### src/rtl/sb_pkg.sv
package sb_pkg;

  typedef enum logic [1:0] {
    LINE_INV = 2'd0,
    LINE_SHR = 2'd1,
    LINE_EXC = 2'd2,
    LINE_MOD = 2'd3
  } lineState_t;

  // strobes from control to datapath
  typedef struct packed {
    logic allocEn;
    logic headRfoSet;
    logic probeRfoSet;
  } sbStrobes_t;

  function automatic logic isOwned(input logic [1:0] st);
    return (st == LINE_EXC) || (st == LINE_MOD);
  endfunction

endpackage

### src/rtl/sb_datapath.sv
module sb_datapath
  import sb_pkg::*;
#(
  parameter int DEPTH      = 8,
  parameter int ADDR_W     = 32,
  parameter int DATA_BYTES = 8,
  parameter int LINE_BYTES = 64,
  localparam int IDX_W     = $clog2(DEPTH),
  localparam int DATA_W    = 8 * DATA_BYTES,
  localparam int WOFF_W    = $clog2(DATA_BYTES),
  localparam int LOFF_W    = $clog2(LINE_BYTES),
  localparam int LINE_W    = ADDR_W - LOFF_W
) (
  input  logic              clk,
  input  logic              rstN,
  input  sbStrobes_t        strb,
  input  logic [IDX_W-1:0]  allocIdx,
  input  logic [IDX_W-1:0]  headIdx,
  input  logic [IDX_W-1:0]  probeIdx,
  input  logic              dataValid,
  input  logic [IDX_W-1:0]  dataIdx,
  input  logic [DATA_W-1:0] dataIn,
  input  logic              addrValid,
  input  logic [IDX_W-1:0]  addrIdx,
  input  logic [ADDR_W-1:0] addrIn,
  input  logic [1:0]        addrSize,
  input  logic              fillValid,
  input  logic [LINE_W-1:0] fillLine,
  output logic [ADDR_W-1:0] headAddr,
  output logic [DATA_W-1:0] headData,
  output logic [DATA_BYTES-1:0] headMask,
  output logic              headAddrOk,
  output logic              headDataOk,
  output logic              headRfoSent,
  output logic [ADDR_W-1:0] probeAddr,
  output logic              probeAddrOk,
  output logic              probeRfoSent
);

  logic [ADDR_W-1:0]     addrArr  [DEPTH];
  logic [DATA_W-1:0]     dataArr  [DEPTH];
  logic [DATA_BYTES-1:0] maskArr  [DEPTH];
  logic                  addrOkV  [DEPTH];
  logic                  dataOkV  [DEPTH];
  logic                  rfoSentV [DEPTH];

  function automatic logic [DATA_BYTES-1:0] byteMask(input logic [1:0] sz,
                                                     input logic [WOFF_W-1:0] off);
    logic [2*DATA_BYTES-1:0] run;
    run = (2*DATA_BYTES)'((1 << (1 << sz)) - 1);
    run = run << off;
    return run[DATA_BYTES-1:0];
  endfunction

  logic [DATA_BYTES-1:0] newMask;
  assign newMask = byteMask(addrSize, addrIn[WOFF_W-1:0]);

  for (genvar e = 0; e < DEPTH; e++) begin : gEntry
    logic [ADDR_W-1:0]     eAddr;
    logic [DATA_W-1:0]     eData;
    logic [DATA_BYTES-1:0] eMask;
    logic                  eAddrOk, eDataOk, eRfoSent;
    logic                  isAlloc, isHeadSet, isProbeSet, fillHit;

    assign isAlloc    = strb.allocEn && (allocIdx == IDX_W'(e));
    assign isHeadSet  = strb.headRfoSet && (headIdx == IDX_W'(e));
    assign isProbeSet = strb.probeRfoSet && (probeIdx == IDX_W'(e));
    assign fillHit    = fillValid && eAddrOk && (eAddr[ADDR_W-1:LOFF_W] == fillLine);

    always_ff @(posedge clk) begin
      if (!rstN) begin
        eAddrOk  <= 1'b0;
        eDataOk  <= 1'b0;
        eRfoSent <= 1'b0;
      end else if (isAlloc) begin
        eAddrOk  <= 1'b0;
        eDataOk  <= 1'b0;
        eRfoSent <= 1'b0;
      end else begin
        if (addrValid && addrIdx == IDX_W'(e)) eAddrOk <= 1'b1;
        if (dataValid && dataIdx == IDX_W'(e)) eDataOk <= 1'b1;
        if (fillHit) eRfoSent <= 1'b0;
        if (isHeadSet || isProbeSet) eRfoSent <= 1'b1;
      end
    end

    always_ff @(posedge clk) begin
      if (addrValid && addrIdx == IDX_W'(e)) begin
        eAddr <= addrIn;
        eMask <= newMask;
      end
      if (dataValid && dataIdx == IDX_W'(e)) eData <= dataIn;
    end

    assign addrArr[e]  = eAddr;
    assign dataArr[e]  = eData;
    assign maskArr[e]  = eMask;
    assign addrOkV[e]  = eAddrOk;
    assign dataOkV[e]  = eDataOk;
    assign rfoSentV[e] = eRfoSent;
  end

  assign headAddr     = addrArr[headIdx];
  assign headData     = dataArr[headIdx];
  assign headMask     = maskArr[headIdx];
  assign headAddrOk   = addrOkV[headIdx];
  assign headDataOk   = dataOkV[headIdx];
  assign headRfoSent  = rfoSentV[headIdx];
  assign probeAddr    = addrArr[probeIdx];
  assign probeAddrOk  = addrOkV[probeIdx];
  assign probeRfoSent = rfoSentV[probeIdx];

endmodule

### src/rtl/sb_control.sv
module sb_control
  import sb_pkg::*;
#(
  parameter int DEPTH     = 8,
  parameter bit EARLY_OWN = 1'b1,
  localparam int IDX_W    = $clog2(DEPTH),
  localparam int PTR_W    = IDX_W + 1
) (
  input  logic             clk,
  input  logic             rstN,
  input  logic             allocValid,
  input  logic             retireValid,
  input  logic             flush,
  input  logic             headAddrOk,
  input  logic             headDataOk,
  input  logic             headRfoSent,
  input  logic             headOwned,
  input  logic             probeAddrOk,
  input  logic             probeRfoSent,
  input  logic             probeOwned,
  input  logic             probeSameLine,
  input  logic             rfoReady,
  output logic             allocReady,
  output logic             bufFull,
  output logic             bufEmpty,
  output logic [IDX_W-1:0] allocIdx,
  output logic [IDX_W-1:0] headIdx,
  output logic [IDX_W-1:0] probeIdx,
  output sbStrobes_t       strb,
  output logic             commitFire,
  output logic             rfoValid,
  output logic             rfoFromProbe
);

  logic [PTR_W-1:0] headPtr, tailPtr, seniorCnt, usedCnt;
  logic [PTR_W-1:0] headNext, seniorNext;
  logic hasSenior, hasJunior, allocFire, retireFire, headRfo, probeRfo;

  assign usedCnt   = tailPtr - headPtr;
  assign bufFull   = (usedCnt == PTR_W'(DEPTH));
  assign bufEmpty  = (usedCnt == '0);
  assign hasSenior = (seniorCnt != '0);
  assign hasJunior = (usedCnt != seniorCnt);

  assign allocReady = !bufFull;
  assign allocFire  = allocValid && !bufFull;
  assign retireFire = retireValid && hasJunior;

  assign allocIdx = tailPtr[IDX_W-1:0];
  assign headIdx  = headPtr[IDX_W-1:0];
  assign probeIdx = headIdx + IDX_W'(1);

  assign commitFire = hasSenior && headAddrOk && headDataOk && headOwned;
  assign headRfo    = hasSenior && headAddrOk && !headOwned && !headRfoSent;

  if (EARLY_OWN) begin : gEarly
    assign probeRfo = (seniorCnt >= PTR_W'(2)) && probeAddrOk && !probeOwned
                      && !probeRfoSent && !probeSameLine && !headRfo;
  end else begin : gNoEarly
    assign probeRfo = 1'b0;
  end

  assign rfoValid     = headRfo || probeRfo;
  assign rfoFromProbe = !headRfo;

  assign strb.allocEn     = allocFire;
  assign strb.headRfoSet  = headRfo && rfoReady;
  assign strb.probeRfoSet = probeRfo && rfoReady;

  assign headNext   = headPtr + PTR_W'(commitFire);
  assign seniorNext = seniorCnt + PTR_W'(retireFire) - PTR_W'(commitFire);

  always_ff @(posedge clk) begin
    if (!rstN) begin
      headPtr   <= '0;
      tailPtr   <= '0;
      seniorCnt <= '0;
    end else begin
      headPtr   <= headNext;
      seniorCnt <= seniorNext;
      if (flush) tailPtr <= headNext + seniorNext;
      else       tailPtr <= tailPtr + PTR_W'(allocFire);
    end
  end

endmodule

### src/rtl/store_commit_buffer.sv
module store_commit_buffer
  import sb_pkg::*;
#(
  parameter int DEPTH      = 8,
  parameter int ADDR_W     = 32,
  parameter int DATA_BYTES = 8,
  parameter int LINE_BYTES = 64,
  parameter bit EARLY_OWN  = 1'b1,
  localparam int IDX_W     = $clog2(DEPTH),
  localparam int DATA_W    = 8 * DATA_BYTES,
  localparam int LOFF_W    = $clog2(LINE_BYTES),
  localparam int LINE_W    = ADDR_W - LOFF_W
) (
  input  logic                  clk,
  input  logic                  rstN,
  input  logic                  allocValid,
  output logic                  allocReady,
  output logic [IDX_W-1:0]      allocIdx,
  input  logic                  dataValid,
  input  logic [IDX_W-1:0]      dataIdx,
  input  logic [DATA_W-1:0]     dataIn,
  input  logic                  addrValid,
  input  logic [IDX_W-1:0]      addrIdx,
  input  logic [ADDR_W-1:0]     addrIn,
  input  logic [1:0]            addrSize,
  input  logic                  retireValid,
  input  logic                  flush,
  output logic                  bufEmpty,
  output logic                  bufFull,
  output logic [LINE_W-1:0]     l1LookupLine,
  input  logic [1:0]            l1LookupState,
  output logic [LINE_W-1:0]     l1ProbeLine,
  input  logic [1:0]            l1ProbeState,
  output logic                  l1WrEn,
  output logic [ADDR_W-1:0]     l1WrAddr,
  output logic [DATA_W-1:0]     l1WrData,
  output logic [DATA_BYTES-1:0] l1WrMask,
  output logic                  rfoValid,
  output logic [LINE_W-1:0]     rfoLine,
  input  logic                  rfoReady,
  input  logic                  fillValid,
  input  logic [LINE_W-1:0]     fillLine
);

  sbStrobes_t strb;
  logic [IDX_W-1:0] headIdx, probeIdx;
  logic [ADDR_W-1:0] headAddr, probeAddr;
  logic headAddrOk, headDataOk, headRfoSent, probeAddrOk, probeRfoSent;
  logic rfoFromProbe;

  assign l1LookupLine = headAddr[ADDR_W-1:LOFF_W];
  assign l1ProbeLine  = probeAddr[ADDR_W-1:LOFF_W];
  assign l1WrAddr     = headAddr;
  assign rfoLine      = rfoFromProbe ? l1ProbeLine : l1LookupLine;

  sb_control #(.DEPTH(DEPTH), .EARLY_OWN(EARLY_OWN)) u_ctrl (
    .clk(clk), .rstN(rstN),
    .allocValid(allocValid), .retireValid(retireValid), .flush(flush),
    .headAddrOk(headAddrOk), .headDataOk(headDataOk), .headRfoSent(headRfoSent),
    .headOwned(isOwned(l1LookupState)),
    .probeAddrOk(probeAddrOk), .probeRfoSent(probeRfoSent),
    .probeOwned(isOwned(l1ProbeState)),
    .probeSameLine(l1ProbeLine == l1LookupLine),
    .rfoReady(rfoReady),
    .allocReady(allocReady), .bufFull(bufFull), .bufEmpty(bufEmpty),
    .allocIdx(allocIdx), .headIdx(headIdx), .probeIdx(probeIdx),
    .strb(strb), .commitFire(l1WrEn), .rfoValid(rfoValid),
    .rfoFromProbe(rfoFromProbe)
  );

  sb_datapath #(.DEPTH(DEPTH), .ADDR_W(ADDR_W), .DATA_BYTES(DATA_BYTES),
                .LINE_BYTES(LINE_BYTES)) u_dp (
    .clk(clk), .rstN(rstN), .strb(strb),
    .allocIdx(allocIdx), .headIdx(headIdx), .probeIdx(probeIdx),
    .dataValid(dataValid), .dataIdx(dataIdx), .dataIn(dataIn),
    .addrValid(addrValid), .addrIdx(addrIdx), .addrIn(addrIn), .addrSize(addrSize),
    .fillValid(fillValid), .fillLine(fillLine),
    .headAddr(headAddr), .headData(l1WrData), .headMask(l1WrMask),
    .headAddrOk(headAddrOk), .headDataOk(headDataOk), .headRfoSent(headRfoSent),
    .probeAddr(probeAddr), .probeAddrOk(probeAddrOk), .probeRfoSent(probeRfoSent)
  );

endmodule

### config.mk
export PLATFORM = sky130hd
export DESIGN_NAME = store_commit_buffer
export DESIGN_NICKNAME = d
export VERILOG_FILES = /design/src/rtl/sb_pkg.sv /design/src/rtl/sb_datapath.sv /design/src/rtl/sb_control.sv /design/src/rtl/store_commit_buffer.sv
export SDC_FILE = /design/constraint.sdc
export NUM_CORES = 1
export LEC_CHECK = 0
export BUFFER_PORTS_ARGS = -buffer_cell sky130_fd_sc_hd__buf_2
export CORE_AREA = 2 2 335 337
export CTS_CLUSTER_DIAMETER = 30
export CTS_CLUSTER_SIZE = 10
export DETAILED_ROUTE_END_ITERATION = 6
export DIE_AREA = 0 0 337 339
export GPL_TIMING_DRIVEN = 0
export PLACE_DENSITY = 0.58
export SYNTH_ARGS = -nofsm -noshare
export SYNTH_HDL_FRONTEND = slang
export SYNTH_SLANG_ARGS = --single-unit
export TNS_END_PERCENT = 30
### constraint.sdc
create_clock -name clk -period 6.4 [get_ports clk]
set_input_delay 0.32 -clock clk [delete_from_list [all_inputs] [get_ports clk]]
set_output_delay 0.32 -clock clk [all_outputs]
set_load 0.01 [all_outputs]
==> results.txt <==
Synth Cell Area = 38600 sq um
Fin crit period = 6.09 ns
Largest net degree at the start of global routing = 23
Final Hold Fails = 0
Initial Util = 34.9%
Detailed-router iteration count before antenna repair = 5
Post-synthesis average cell area = 17.1 sq um
# placed instances = 4101
Most frequent cells in the layout = edfxtp_1, buf_2, nand2_1
Post-synth EDFFs = 832
Critical Path AT = 5.77 ns
Slew at the pin closest to its max-slew limit = 1.06 ns
Crit path kind = reg -> out
Gr ovfl total = 0
CTS Root Cell = clkbuf_16
Worst hold path depth = 2
Crit. End Element = output pin
Synth area leaders = edfxtp_1, mux4_2, xnor2_1
R2r startpoint = u_ctrl.headPtr[2]
Worst hold path class = in -> reg
Clock power share = 55.7%
R2R depth = 19
Compound-Gate Fraction of Synth Area = 1.28%
CP max stage cell = nor4_2
FF/Latch Area = 25700 sq um
Status = finished, final reports clean
Worst-path maximum fanout = 11
Peak VDD IR = 0.000256 V
Synthesized netlist cell count = 2253
Leading cell type in the layout, fill and taps excluded = edfxtp_1
CTS Buffer Depth = 3
Final worst-path cycle share = 95.2%
Reg power frac = 38.3%
Initial antenna violation count = 10
Worst path most repeated cell = buf_4
Post-synthesis mux area share = 16.9%
Worst path required time = 6.08 ns
Internal power = 0.0132 W
Port Buffer Count = 302
Post-synth top area cell = edfxtp_1
Clock skew = 0.0294 ns
Setup-failing EPs final = 0
Crit start category = register
Post-placement setup slack = -0.547 ns
Comb power frac = 6.0%
YS warnings = 0
Slew margin rel. = 29.2%
Post-synth top area share = 64.8%
Leak = 17.6 nW
Core area = 110000 sq um
Final Util = 45.8%
Synth Area in Simple Gates = 5.73%
Gpl congestion = 0.968
Vias = 23500
Vias in the first global route = 24500
Worst-path cell chain = buf_4 > buf_4 > inv_1 > clkbuf_1 > clkbuf_4 > ha_1 > clkbuf_4 > buf_4 > mux4_2 > mux2i_1 > xor2_1 > nor4_2 > nand4_4 > a21o_1 > buf_2
Die Wd = 337 um
ANT nets after route = 0
Main combinational cell family by area after synthesis = multiplexers
Post-synth cell types = 54
Hold Path End = u_dp.gEntry[4].eAddr[2]
DIE HEIGHT = 339 um
Post-Syn Nets = 2421
Filler cell count = 9548
Net Sw Frac = 22.8%
FMAX = 164 MHz
Post-Synth Adder-Cell Area = 0.870%
Yosys reg bits = 868
CTS buffer count = 183
Hold Path Origin = addrIdx[1]
Ys async rst share = 0%
Nets = 3068
Clock Sinks = 868
Vias/cell = 5.16
Layout Cells excl Fill = 4547
Flop2flop setup slack = 1.19 ns
PD cells = 339 nW/um^2
# IOs = 333
H-tree Lvls = 4
Share of layout cells above drive strength 1 = 33.9%
Post CTS Setup Buffer Count = 0
Initial drt markers = 2050
Routed WL = 122000 um
DR DRC count = 0
Sw power = 0.00391 W
CTS tree = built
Area Growth Syn to Fin = 31.0%
Dominant synthesized flop cell = edfxtp_1
Xor/xnor share of the synthesized area = 5.77%
RSZ-0062 raised after global routing = false
Reg-to-reg endpoint = u_ctrl.tailPtr[3]
Die Area = 114000 sq um
Num rows = 122
First-pass GRT wire length = 174000 um
Max Cap Violations = 0
Critical Path Max Stage Delay = 0.60 ns
Sequential element share of the synthesized area = 66.7%
Setup ws final = 0.305 ns
Total GRT Usage = 21.3%
Clk slew on worst S/H paths = 0.05 ns
Dpl hpwl = 87400 um
DR WL/cell = 26.8 um
Pins Over Slew Limit = 0
Clk_lat worst skew = 0.76 ns
Area taken by multi-input logic gates = 11900 sq um
worst max-delay path by stage:
stage	from	endpoint	slack, ns	cells past startpoint
floorplan	dataIdx[2]	u_dp.gEntry[0].eData[0]	0.93	2
global placement	dataIdx[2]	u_dp.gEntry[0].eData[60]	-4.24	3
detailed placement	u_ctrl.headPtr[2]	rfoValid	-0.55	16
CTS	u_ctrl.headPtr[2]	rfoValid	0.07	16
global route	u_ctrl.headPtr[2]	rfoValid	0.04	15
finish	u_ctrl.headPtr[2]	rfoValid	0.31	15
what timing repair did:
item,4_1_cts,5_1_grt
endpoints found under the setup margin,10,1
hold buffers,102,0
endpoints found under the hold margin,786,0
pin swaps,0,0
resized for setup,12,1
power groups by stage:
stage                     registers (W)  clock network, W  logic [W]
after detailed placement        0.00666                 0   0.000971
after global routing            0.00657           0.00994    0.00111
after CTS                       0.00655           0.00967    0.00103
after floorplan                 0.00663                 0   0.000536
after global placement          0.00667                 0   0.000914
final                           0.00656           0.00954    0.00103
logic make-up (layout without fill, tap and decap cells):
logic type | count (synthesis) | after routing
flip-flops | 868 | 868
AND/OR/NAND/NOR | 498 | 498
multiplexers | 314 | 314
XOR/XNOR | 254 | 254
buffers and inverters | 217 | 1017
AO/OA/AOI/OAI | 77 | 77
adder cells (fa/ha/maj) | 25 | 25
other | 0 | 6
registers in the layout, summed over array words and instances (netlist names):
register              count
u_ctrl.seniorCnt          4
u_dp.gEntry.eAddrOk       8
u_dp.gEntry.eData       512
u_ctrl.tailPtr            4
u_dp.gEntry.eMask        64
u_dp.gEntry.eAddr       256
u_dp.gEntry.eRfoSent      8
u_dp.gEntry.eDataOk       8
u_ctrl.headPtr            4
critical path: cells and delay by family (launching register included):
kind	cells	cell delay, ns
mux	2	0.54
buf+inv	8	2.22
fa+ha+maj	1	0.40
simple gates	2	0.92
xor+xnor	1	0.19
flops	1	0.43
compound gates	1	0.28
layout make-up:
type	instances	area share [%]
clock buffer	203	9.30
inverter	64	0.476
timing repair buffer	462	7.02
clock inverter	135	3.33
tap	1488	3.69
multi-input combinational	1168	23.6
sequential	868	50.9
buffer	153	1.67
antenna	6	0.0297
routing by layer:
| metal | global-route usage, % | part of all wire (%) |
|---|---|---|
| met5 | 0 | 0.042 |
| met4 | 8.03 | 3.4 |
| met3 | 4.83 | 7.2 |
| met2 | 36.0 | 50 |
| met1 | 26.6 | 39 |
synth_stat cells (all sizes together) (5+ instances only):
master  count
nand3      18
edfxtp    832
nor4       28
dfxtp      36
nor2b       5
inv        63
xor2       93
mux4      267
nor3       14
xnor2     161
mux2i      43
a21oi      32
buf        89
nand2     288
a21o        5
o21ai       9
a22oi       6
nor2       74
clkbuf     64
nand2b      7
ha         22
and2       12
nand4      40
metrics by stage:
| step | setup TNS [ns] | hold WS [ns] | total power, W | area, sq um |
|---|---|---|---|---|
| floorplan | 0 | 0.419 | 0.00717 | 38600 |
| global placement | -899.82 | 0.452 | 0.00758 | 41900 |
| detailed placement | -1.97 | 0.464 | 0.00763 | 43100 |
| CTS | 0 | 0.0164 | 0.0173 | 50500 |
| global route | 0 | 0.0613 | 0.0176 | 50500 |
| finish | 0 | 0.0571 | 0.0171 | 50500 |
Power figures use the tool's default switching activity.
